[src/rtl/ps2_rx_pkg.sv]
package ps2_rx_pkg;

    localparam int PS2_DATA_W = 8;
    localparam int PS2_CNT_W  = $clog2(PS2_DATA_W);

    typedef enum logic [2:0] {
        ST_IDLE,
        ST_DATA,
        ST_PARITY,
        ST_STOP,
        ST_DISCARD
    } rx_state_t;

    typedef enum logic [1:0] {
        ERR_NONE    = 2'd0,
        ERR_FRAME   = 2'd1,
        ERR_PARITY  = 2'd2,
        ERR_TIMEOUT = 2'd3
    } err_kind_t;

endpackage

[src/rtl/ps2_line_filter.sv]
module ps2_line_filter #(
    parameter int SYNC_STAGES = 2,
    parameter int FILT_LEN    = 4
) (
    input  logic clk,
    input  logic rst_n,
    input  logic raw,
    output logic clean
);
    localparam int CW = (FILT_LEN > 1) ? $clog2(FILT_LEN) : 1;

    logic [SYNC_STAGES-1:0] sync_q;
    logic                   synced;
    logic [CW-1:0]          run_q;

    // metastability chain, resets to the idle-high level
    always_ff @(posedge clk) begin
        if (!rst_n) begin
            sync_q <= '1;
        end else begin
            sync_q <= {sync_q[SYNC_STAGES-2:0], raw};
        end
    end

    assign synced = sync_q[SYNC_STAGES-1];

    // accept a new level only after it persists for FILT_LEN cycles
    always_ff @(posedge clk) begin
        if (!rst_n) begin
            clean <= 1'b1;
            run_q <= '0;
        end else if (synced == clean) begin
            run_q <= '0;
        end else if (run_q == CW'(FILT_LEN - 1)) begin
            clean <= synced;
            run_q <= '0;
        end else begin
            run_q <= run_q + 1'b1;
        end
    end

    AST_FILT_FOLLOWS_SYNC: assert property (@(posedge clk) disable iff (!rst_n)
        !$stable(clean) |-> clean == $past(synced));

endmodule

[src/rtl/ps2_bus_front.sv]
module ps2_bus_front #(
    parameter int SYNC_STAGES = 2,
    parameter int FILT_LEN    = 4
) (
    input  logic clk,
    input  logic rst_n,
    input  logic ps2_clk_raw,
    input  logic ps2_dat_raw,
    output logic clk_fall,
    output logic clk_edge,
    output logic data_bit
);
    localparam int N_LINES = 2;

    logic [N_LINES-1:0] raw_v;
    logic [N_LINES-1:0] clean_v;
    logic               clk_prev_q;

    assign raw_v = {ps2_dat_raw, ps2_clk_raw};

    for (genvar g = 0; g < N_LINES; g++) begin : g_line
        ps2_line_filter #(
            .SYNC_STAGES(SYNC_STAGES),
            .FILT_LEN   (FILT_LEN)
        ) u_filt (
            .clk  (clk),
            .rst_n(rst_n),
            .raw  (raw_v[g]),
            .clean(clean_v[g])
        );
    end

    always_ff @(posedge clk) begin
        if (!rst_n) begin
            clk_prev_q <= 1'b1;
        end else begin
            clk_prev_q <= clean_v[0];
        end
    end

    assign clk_fall = clk_prev_q & ~clean_v[0];
    assign clk_edge = clk_prev_q ^ clean_v[0];
    assign data_bit = clean_v[1];

endmodule

[src/rtl/ps2_frame_fsm.sv]
module ps2_frame_fsm
    import ps2_rx_pkg::*;
#(
    parameter int TIMEOUT_CYC = 20000
) (
    input  logic                  clk,
    input  logic                  rst_n,
    input  logic                  clk_fall,
    input  logic                  clk_edge,
    input  logic                  data_bit,
    output logic [PS2_DATA_W-1:0] byte_o,
    output logic                  valid_o,
    output logic                  err_o,
    output err_kind_t             kind_o
);
    localparam int QW = $clog2(TIMEOUT_CYC);
    localparam logic [PS2_CNT_W-1:0] CNT_LAST = PS2_CNT_W'(PS2_DATA_W - 1);

    rx_state_t              state_q, state_d;
    logic [QW-1:0]          quiet_q;
    logic [PS2_CNT_W-1:0]   cnt_q;
    logic [PS2_DATA_W-1:0]  shift_q;
    logic                   par_q;
    logic                   expired;
    logic                   parity_ok;

    assign expired   = (state_q != ST_IDLE) && !clk_edge
                       && (quiet_q == QW'(TIMEOUT_CYC - 1));
    assign parity_ok = ^{shift_q, par_q};

    // state register
    always_ff @(posedge clk) begin
        if (!rst_n) begin
            state_q <= ST_IDLE;
        end else begin
            state_q <= state_d;
        end
    end

    // transitions
    always_comb begin
        state_d = state_q;
        unique case (state_q)
            ST_IDLE: begin
                if (clk_fall) state_d = data_bit ? ST_DISCARD : ST_DATA;
            end
            ST_DATA: begin
                if (expired)                          state_d = ST_IDLE;
                else if (clk_fall && cnt_q == CNT_LAST) state_d = ST_PARITY;
            end
            ST_PARITY: begin
                if (expired)       state_d = ST_IDLE;
                else if (clk_fall) state_d = ST_STOP;
            end
            ST_STOP: begin
                if (expired || clk_fall) state_d = ST_IDLE;
            end
            ST_DISCARD: begin
                if (expired) state_d = ST_IDLE;
            end
            default: state_d = ST_IDLE;
        endcase
    end

    // bit counter, shifter, parity capture and quiet timer
    always_ff @(posedge clk) begin
        if (!rst_n) begin
            quiet_q <= '0;
            cnt_q   <= '0;
            shift_q <= '0;
            par_q   <= 1'b0;
        end else begin
            if (state_q == ST_IDLE || clk_edge) begin
                quiet_q <= '0;
            end else if (!expired) begin
                quiet_q <= quiet_q + 1'b1;
            end

            if (state_q == ST_IDLE) begin
                cnt_q <= '0;
            end else if (state_q == ST_DATA && clk_fall) begin
                cnt_q <= cnt_q + 1'b1;
            end

            if (state_q == ST_DATA && clk_fall) begin
                shift_q <= {data_bit, shift_q[PS2_DATA_W-1:1]};
            end

            if (state_q == ST_PARITY && clk_fall) begin
                par_q <= data_bit;
            end
        end
    end

    // registered outputs
    always_ff @(posedge clk) begin
        if (!rst_n) begin
            byte_o  <= '0;
            valid_o <= 1'b0;
            err_o   <= 1'b0;
            kind_o  <= ERR_NONE;
        end else begin
            valid_o <= 1'b0;
            err_o   <= 1'b0;
            kind_o  <= ERR_NONE;
            unique case (state_q)
                ST_IDLE: begin
                    if (clk_fall && data_bit) begin
                        err_o  <= 1'b1;
                        kind_o <= ERR_FRAME;
                    end
                end
                ST_DATA, ST_PARITY: begin
                    if (expired) begin
                        err_o  <= 1'b1;
                        kind_o <= ERR_TIMEOUT;
                    end
                end
                ST_STOP: begin
                    if (expired) begin
                        err_o  <= 1'b1;
                        kind_o <= ERR_TIMEOUT;
                    end else if (clk_fall) begin
                        if (!data_bit) begin
                            err_o  <= 1'b1;
                            kind_o <= ERR_FRAME;
                        end else if (!parity_ok) begin
                            err_o  <= 1'b1;
                            kind_o <= ERR_PARITY;
                        end else begin
                            valid_o <= 1'b1;
                            byte_o  <= shift_q;
                        end
                    end
                end
                ST_DISCARD: begin
                end
                default: begin
                end
            endcase
        end
    end

    AST_VALID_ONE_CYCLE: assert property (@(posedge clk) disable iff (!rst_n)
        valid_o |=> !valid_o);

    AST_VALID_FROM_STOP: assert property (@(posedge clk) disable iff (!rst_n)
        valid_o |-> $past(state_q) == ST_STOP);

    AST_NO_VALID_WITH_ERR: assert property (@(posedge clk) disable iff (!rst_n)
        !(valid_o && err_o));

    AST_ERR_ONE_CYCLE: assert property (@(posedge clk) disable iff (!rst_n)
        err_o |=> !err_o);

    AST_BYTE_HOLD: assert property (@(posedge clk) disable iff (!rst_n)
        !valid_o |-> $stable(byte_o));

    AST_TIMEOUT_IN_FRAME: assert property (@(posedge clk) disable iff (!rst_n)
        (err_o && kind_o == ERR_TIMEOUT) |->
            ($past(state_q) != ST_IDLE && $past(state_q) != ST_DISCARD));

    AST_DISCARD_SILENT: assert property (@(posedge clk) disable iff (!rst_n)
        ($past(state_q) == ST_DISCARD) |-> !(valid_o || err_o));

endmodule

[src/rtl/ps2_rx_frame.sv]
module ps2_rx_frame #(
    parameter int SYNC_STAGES = 2,
    parameter int FILT_LEN    = 4,
    parameter int TIMEOUT_CYC = 20000
) (
    input  logic       clk,
    input  logic       rst_n,
    input  logic       ps2_clk_in,
    input  logic       ps2_dat_in,
    output logic [7:0] rx_byte,
    output logic       rx_valid,
    output logic       rx_err,
    output logic [1:0] rx_err_kind
);
    import ps2_rx_pkg::*;

    logic      clk_fall;
    logic      clk_edge;
    logic      data_bit;
    err_kind_t kind;

    ps2_bus_front #(
        .SYNC_STAGES(SYNC_STAGES),
        .FILT_LEN   (FILT_LEN)
    ) u_front (
        .clk        (clk),
        .rst_n      (rst_n),
        .ps2_clk_raw(ps2_clk_in),
        .ps2_dat_raw(ps2_dat_in),
        .clk_fall   (clk_fall),
        .clk_edge   (clk_edge),
        .data_bit   (data_bit)
    );

    ps2_frame_fsm #(
        .TIMEOUT_CYC(TIMEOUT_CYC)
    ) u_fsm (
        .clk     (clk),
        .rst_n   (rst_n),
        .clk_fall(clk_fall),
        .clk_edge(clk_edge),
        .data_bit(data_bit),
        .byte_o  (rx_byte),
        .valid_o (rx_valid),
        .err_o   (rx_err),
        .kind_o  (kind)
    );

    assign rx_err_kind = kind;

    AST_KIND_ONLY_WITH_ERR: assert property (@(posedge clk) disable iff (!rst_n)
        !rx_err |-> rx_err_kind == 2'b00);

endmodule

[config.mk]
export PLATFORM = sky130hd
export DESIGN_NAME = ps2_rx_frame
export DESIGN_NICKNAME = d
export VERILOG_FILES = /design/src/rtl/ps2_rx_pkg.sv /design/src/rtl/ps2_line_filter.sv /design/src/rtl/ps2_bus_front.sv /design/src/rtl/ps2_frame_fsm.sv /design/src/rtl/ps2_rx_frame.sv
export SDC_FILE = /design/constraint.sdc
export NUM_CORES = 1
export LEC_CHECK = 0
export BUFFER_PORTS_ARGS = -buffer_cell sky130_fd_sc_hd__buf_2
export CAP_MARGIN = 20
export CORE_MARGIN = 5
export CORE_UTILIZATION = 45
export DETAILED_ROUTE_END_ITERATION = 8
export PLACE_DENSITY_LB_ADDON = 0.2
export SYNTH_ARGS = -nofsm -noshare
export SYNTH_HDL_FRONTEND = slang
export SYNTH_HIERARCHICAL = 1
export SYNTH_SLANG_ARGS = --single-unit
[constraint.sdc]
create_clock -name clk -period 2.52 [get_ports clk]
set_clock_uncertainty 0.05 [all_clocks]
set_input_delay 0.378 -clock clk [delete_from_list [all_inputs] [get_ports clk]]
set_output_delay 0.378 -clock clk [all_outputs]
set_load 0.02 [all_outputs]
==> metrics <==
Antenna Violating Nets Remaining=0; post-DP HPWL=approximately 3.1 mm; sequential area share after synthesis=between 40% and 50%; Distinct cells, synth=45; hold_buf cts=0; slew of the pin with the lowest slew margin=0.5758 ns; Total GRT Usage=between 10% and 20%; Core ar.=~5200 um2; vias in the first global route=around 1.7k; clk_lat worst skew=about 0.31 ns; Post-CTS Setup Bufs=0; CTS resizes=0; Final TNS setup=0 ns; Initial Util=between 40% and 50%; EDFF count, synth=0; Crit Path Class=register to register; largest net degree at the start of global routing=41; M1 GR Usage=between 10% and 20%; Seq cells post-synth=53; CTS Buffer Depth=2; Critical Path AT=around 2.5 ns; PortBufs=15; area grow syn2layout=9.598%; first-pass iteration count of the detailed router=4; Hold Path Class=primary input to register; Hold Fails Final Rpt=0; WL/cell=approximately 13 um; GRT Max-Usage Layer=met2; Vias per Instance=5.102; Period Utilization, post-route=91.50%; CTS sink count=between 50 and 60; routability cong.=0.8793; ys async rst share=0%; Rows=26; met3 usage=4.455%; Worst setup SP type=register; fmax=433.7 MHz; Ports=16; Worst slew margin=roughly three fifths; VDD IR-drop max=0.2619 mV; drt first-iter violations=about 120; Nets=roughly 290; gr ovfl total=0; first-pass GRT wire length=7.872 mm; final design utilization=around half; Clock Root Buffer=clkbuf_8; n_diodes=0; drt total wl=approximately 4.5 mm; min cycle time layout=about 2.3 ns; RSZ-0062 raised after global routing=false; Mean Syn Cell Area=about 9 um2; max-slew violations=0; Reg clk slew, reported paths=0.10 ns; Fillers=between 500 and 600; layout cells sized above 1=between 10% and 20%; syn_nets=280; via count=roughly 1.8k; Die Y=83.41 um; Leak=roughly 0.00096 uW; Syn Inst Count=between 200 and 300; met2 Use GR=between 20% and 30%; status=finished clean; crit end category=register; Mapped Area=2425 um2; H-Tree Depth=2; DR DRC count=0; die area=just under 7000 um2; Max-Cap Viols=0; Worst Path Max Fanout=7; initial antenna violation count=0; final setup violating endpoints=0; Post-synth top flop=dfxtp_1; TritonCTS clock tree=done; die width=83.41 um; CTS Buf Count=5; Required @ worst endpoint=2.69 ns; YS warnings=6; Power Density=a little over 500 nW/um2
## Yosys cell counts (2+ instances only)
master,number,area [um2]
o21ai_0,4,20.02
nor3_1,7,35.03
dfxtp_1,53,1061
nor3_2,2,20.02
xnor2_1,14,122.6
o211ai_1,3,22.52
a21oi_1,9,45.04
a211oi_1,6,45.04
or3_1,2,12.51
nand4_1,4,25.02
mux2i_1,10,100.1
a21boi_0,8,60.06
clkbuf_1,9,33.78
buf_2,4,20.02
nand2b_1,7,43.79
ha_1,6,75.07
inv_1,6,22.52
nor2_1,21,78.83
xor2_1,6,52.55
a31oi_1,3,18.77
buf_6,2,22.52
nor4b_1,2,17.52
nor3b_1,2,15.01
nand2_1,48,180.2
and2_1,2,12.51
and4bb_2,2,25.02
or2_2,2,12.51
nand3_1,6,30.03
and3_1,4,25.02
## path summary, 6_finish.rpt
check | slack [ns] | cells past startpoint | to | startpoint
worst max-delay path | 0.21 | 8 | u_fsm/state_q[0] | u_front/g_line[0].u_filt/clean
worst min-delay path | 0.20 | 2 | u_front/g_line[1].u_filt/sync_q[0] | ps2_dat_in
worst max register to register | 0.21 | 8 | u_fsm/state_q[0] | u_front/g_line[0].u_filt/clean
worst min register to register | 0.37 | 1 | u_front/g_line[0].u_filt/sync_q[1] | u_front/g_line[0].u_filt/sync_q[0]
## power by group
group	internal [uW]	switching (uW)	total, uW
clock network	203	298	501
logic	8.30	11.9	20.2
registers	841	1.74	843
total	1050	312	1360
## layout by cell type, fill, tap and decap left out, types with 7 or more instances in the layout
cell / instances
a21oi_1: 9
a21boi_0: 8
mux2i_1: 10
nor3_1: 7
nor2_1: 21
xnor2_1: 14
buf_2: 15
dfxtp_1: 53
nand2b_1: 7
nand2_1: 48
## worst max-delay path, stage by stage (launching register included)
cell	delay [ns]
dfxtp_1	0.39
inv_1	0.06
ha_1	0.27
inv_1	0.05
or4_4	0.42
nor4_4	0.36
and2_1	0.38
nor3_2	0.07
o21a_1	0.18
## metal layers
layer | part of all wire (%) | vias to the layer above
met5 | 0 | -
met4 | 1.4 | 0
met3 | 3.3 | 5
met2 | 44 | 22
met1 | 51 | 824
li1 | - | 955
## metrics by stage
step / instance area [um2] / setup WS [ns] / cells / power [uW] / hold WS (ns)
5_1_grt: 2658 / 0.05237 / 354 / 1420 / 0.1963
6_report: 2658 / 0.2143 / 354 / 1364 / 0.1962
3_5_place_dp: 2562 / 0.1864 / 346 / 882.8 / 0.3521
2_1_floorplan: 2425 / 0.3183 / 270 / 874.6 / 0.3363
3_3_place_gp: 2562 / 0.2558 / 346 / 882.8 / 0.3438
4_1_cts: 2658 / 0.1831 / 354 / 1382 / 0.1864
## flip-flops by register name (all words and copies together), names as in the netlist, 3 cells and up
register,flops
u_fsm/quiet_q,15
u_fsm/byte_o,8
u_front/g_line.u_filt/run_q,4
u_fsm/state_q,3
u_front/g_line.u_filt/sync_q,4
u_fsm/shift_q,8
u_fsm/cnt_q,3
## cells by family (layout without fill, tap and decap cells)
family                     after synthesis  count (layout)  synth area share [%]
AOI/OAI and AO/OA                       40              40                 11.35
xor gates and xnor gates                21              21                 8.153
adders and majority gates                6               6                 3.096
buffers and inverters                   21              35                 4.076
DFF                                     53              53                 43.76
muxes                                   10              10                 4.128
and+or+nand+nor                        119             119                 25.44
## cell type report
class	instances	area (um2)	share of cell area, %
multi-input combinational	196	1271	47.83
sequential	53	1061	39.92
timing repair buffer	21	120.1	4.520
tap	70	87.58	3.296
clock buffer	5	68.82	2.589
clock inverter	3	26.28	0.9887
inverter	6	22.52	0.8475
No activity file was read; power rests on OpenSTA's default activity.
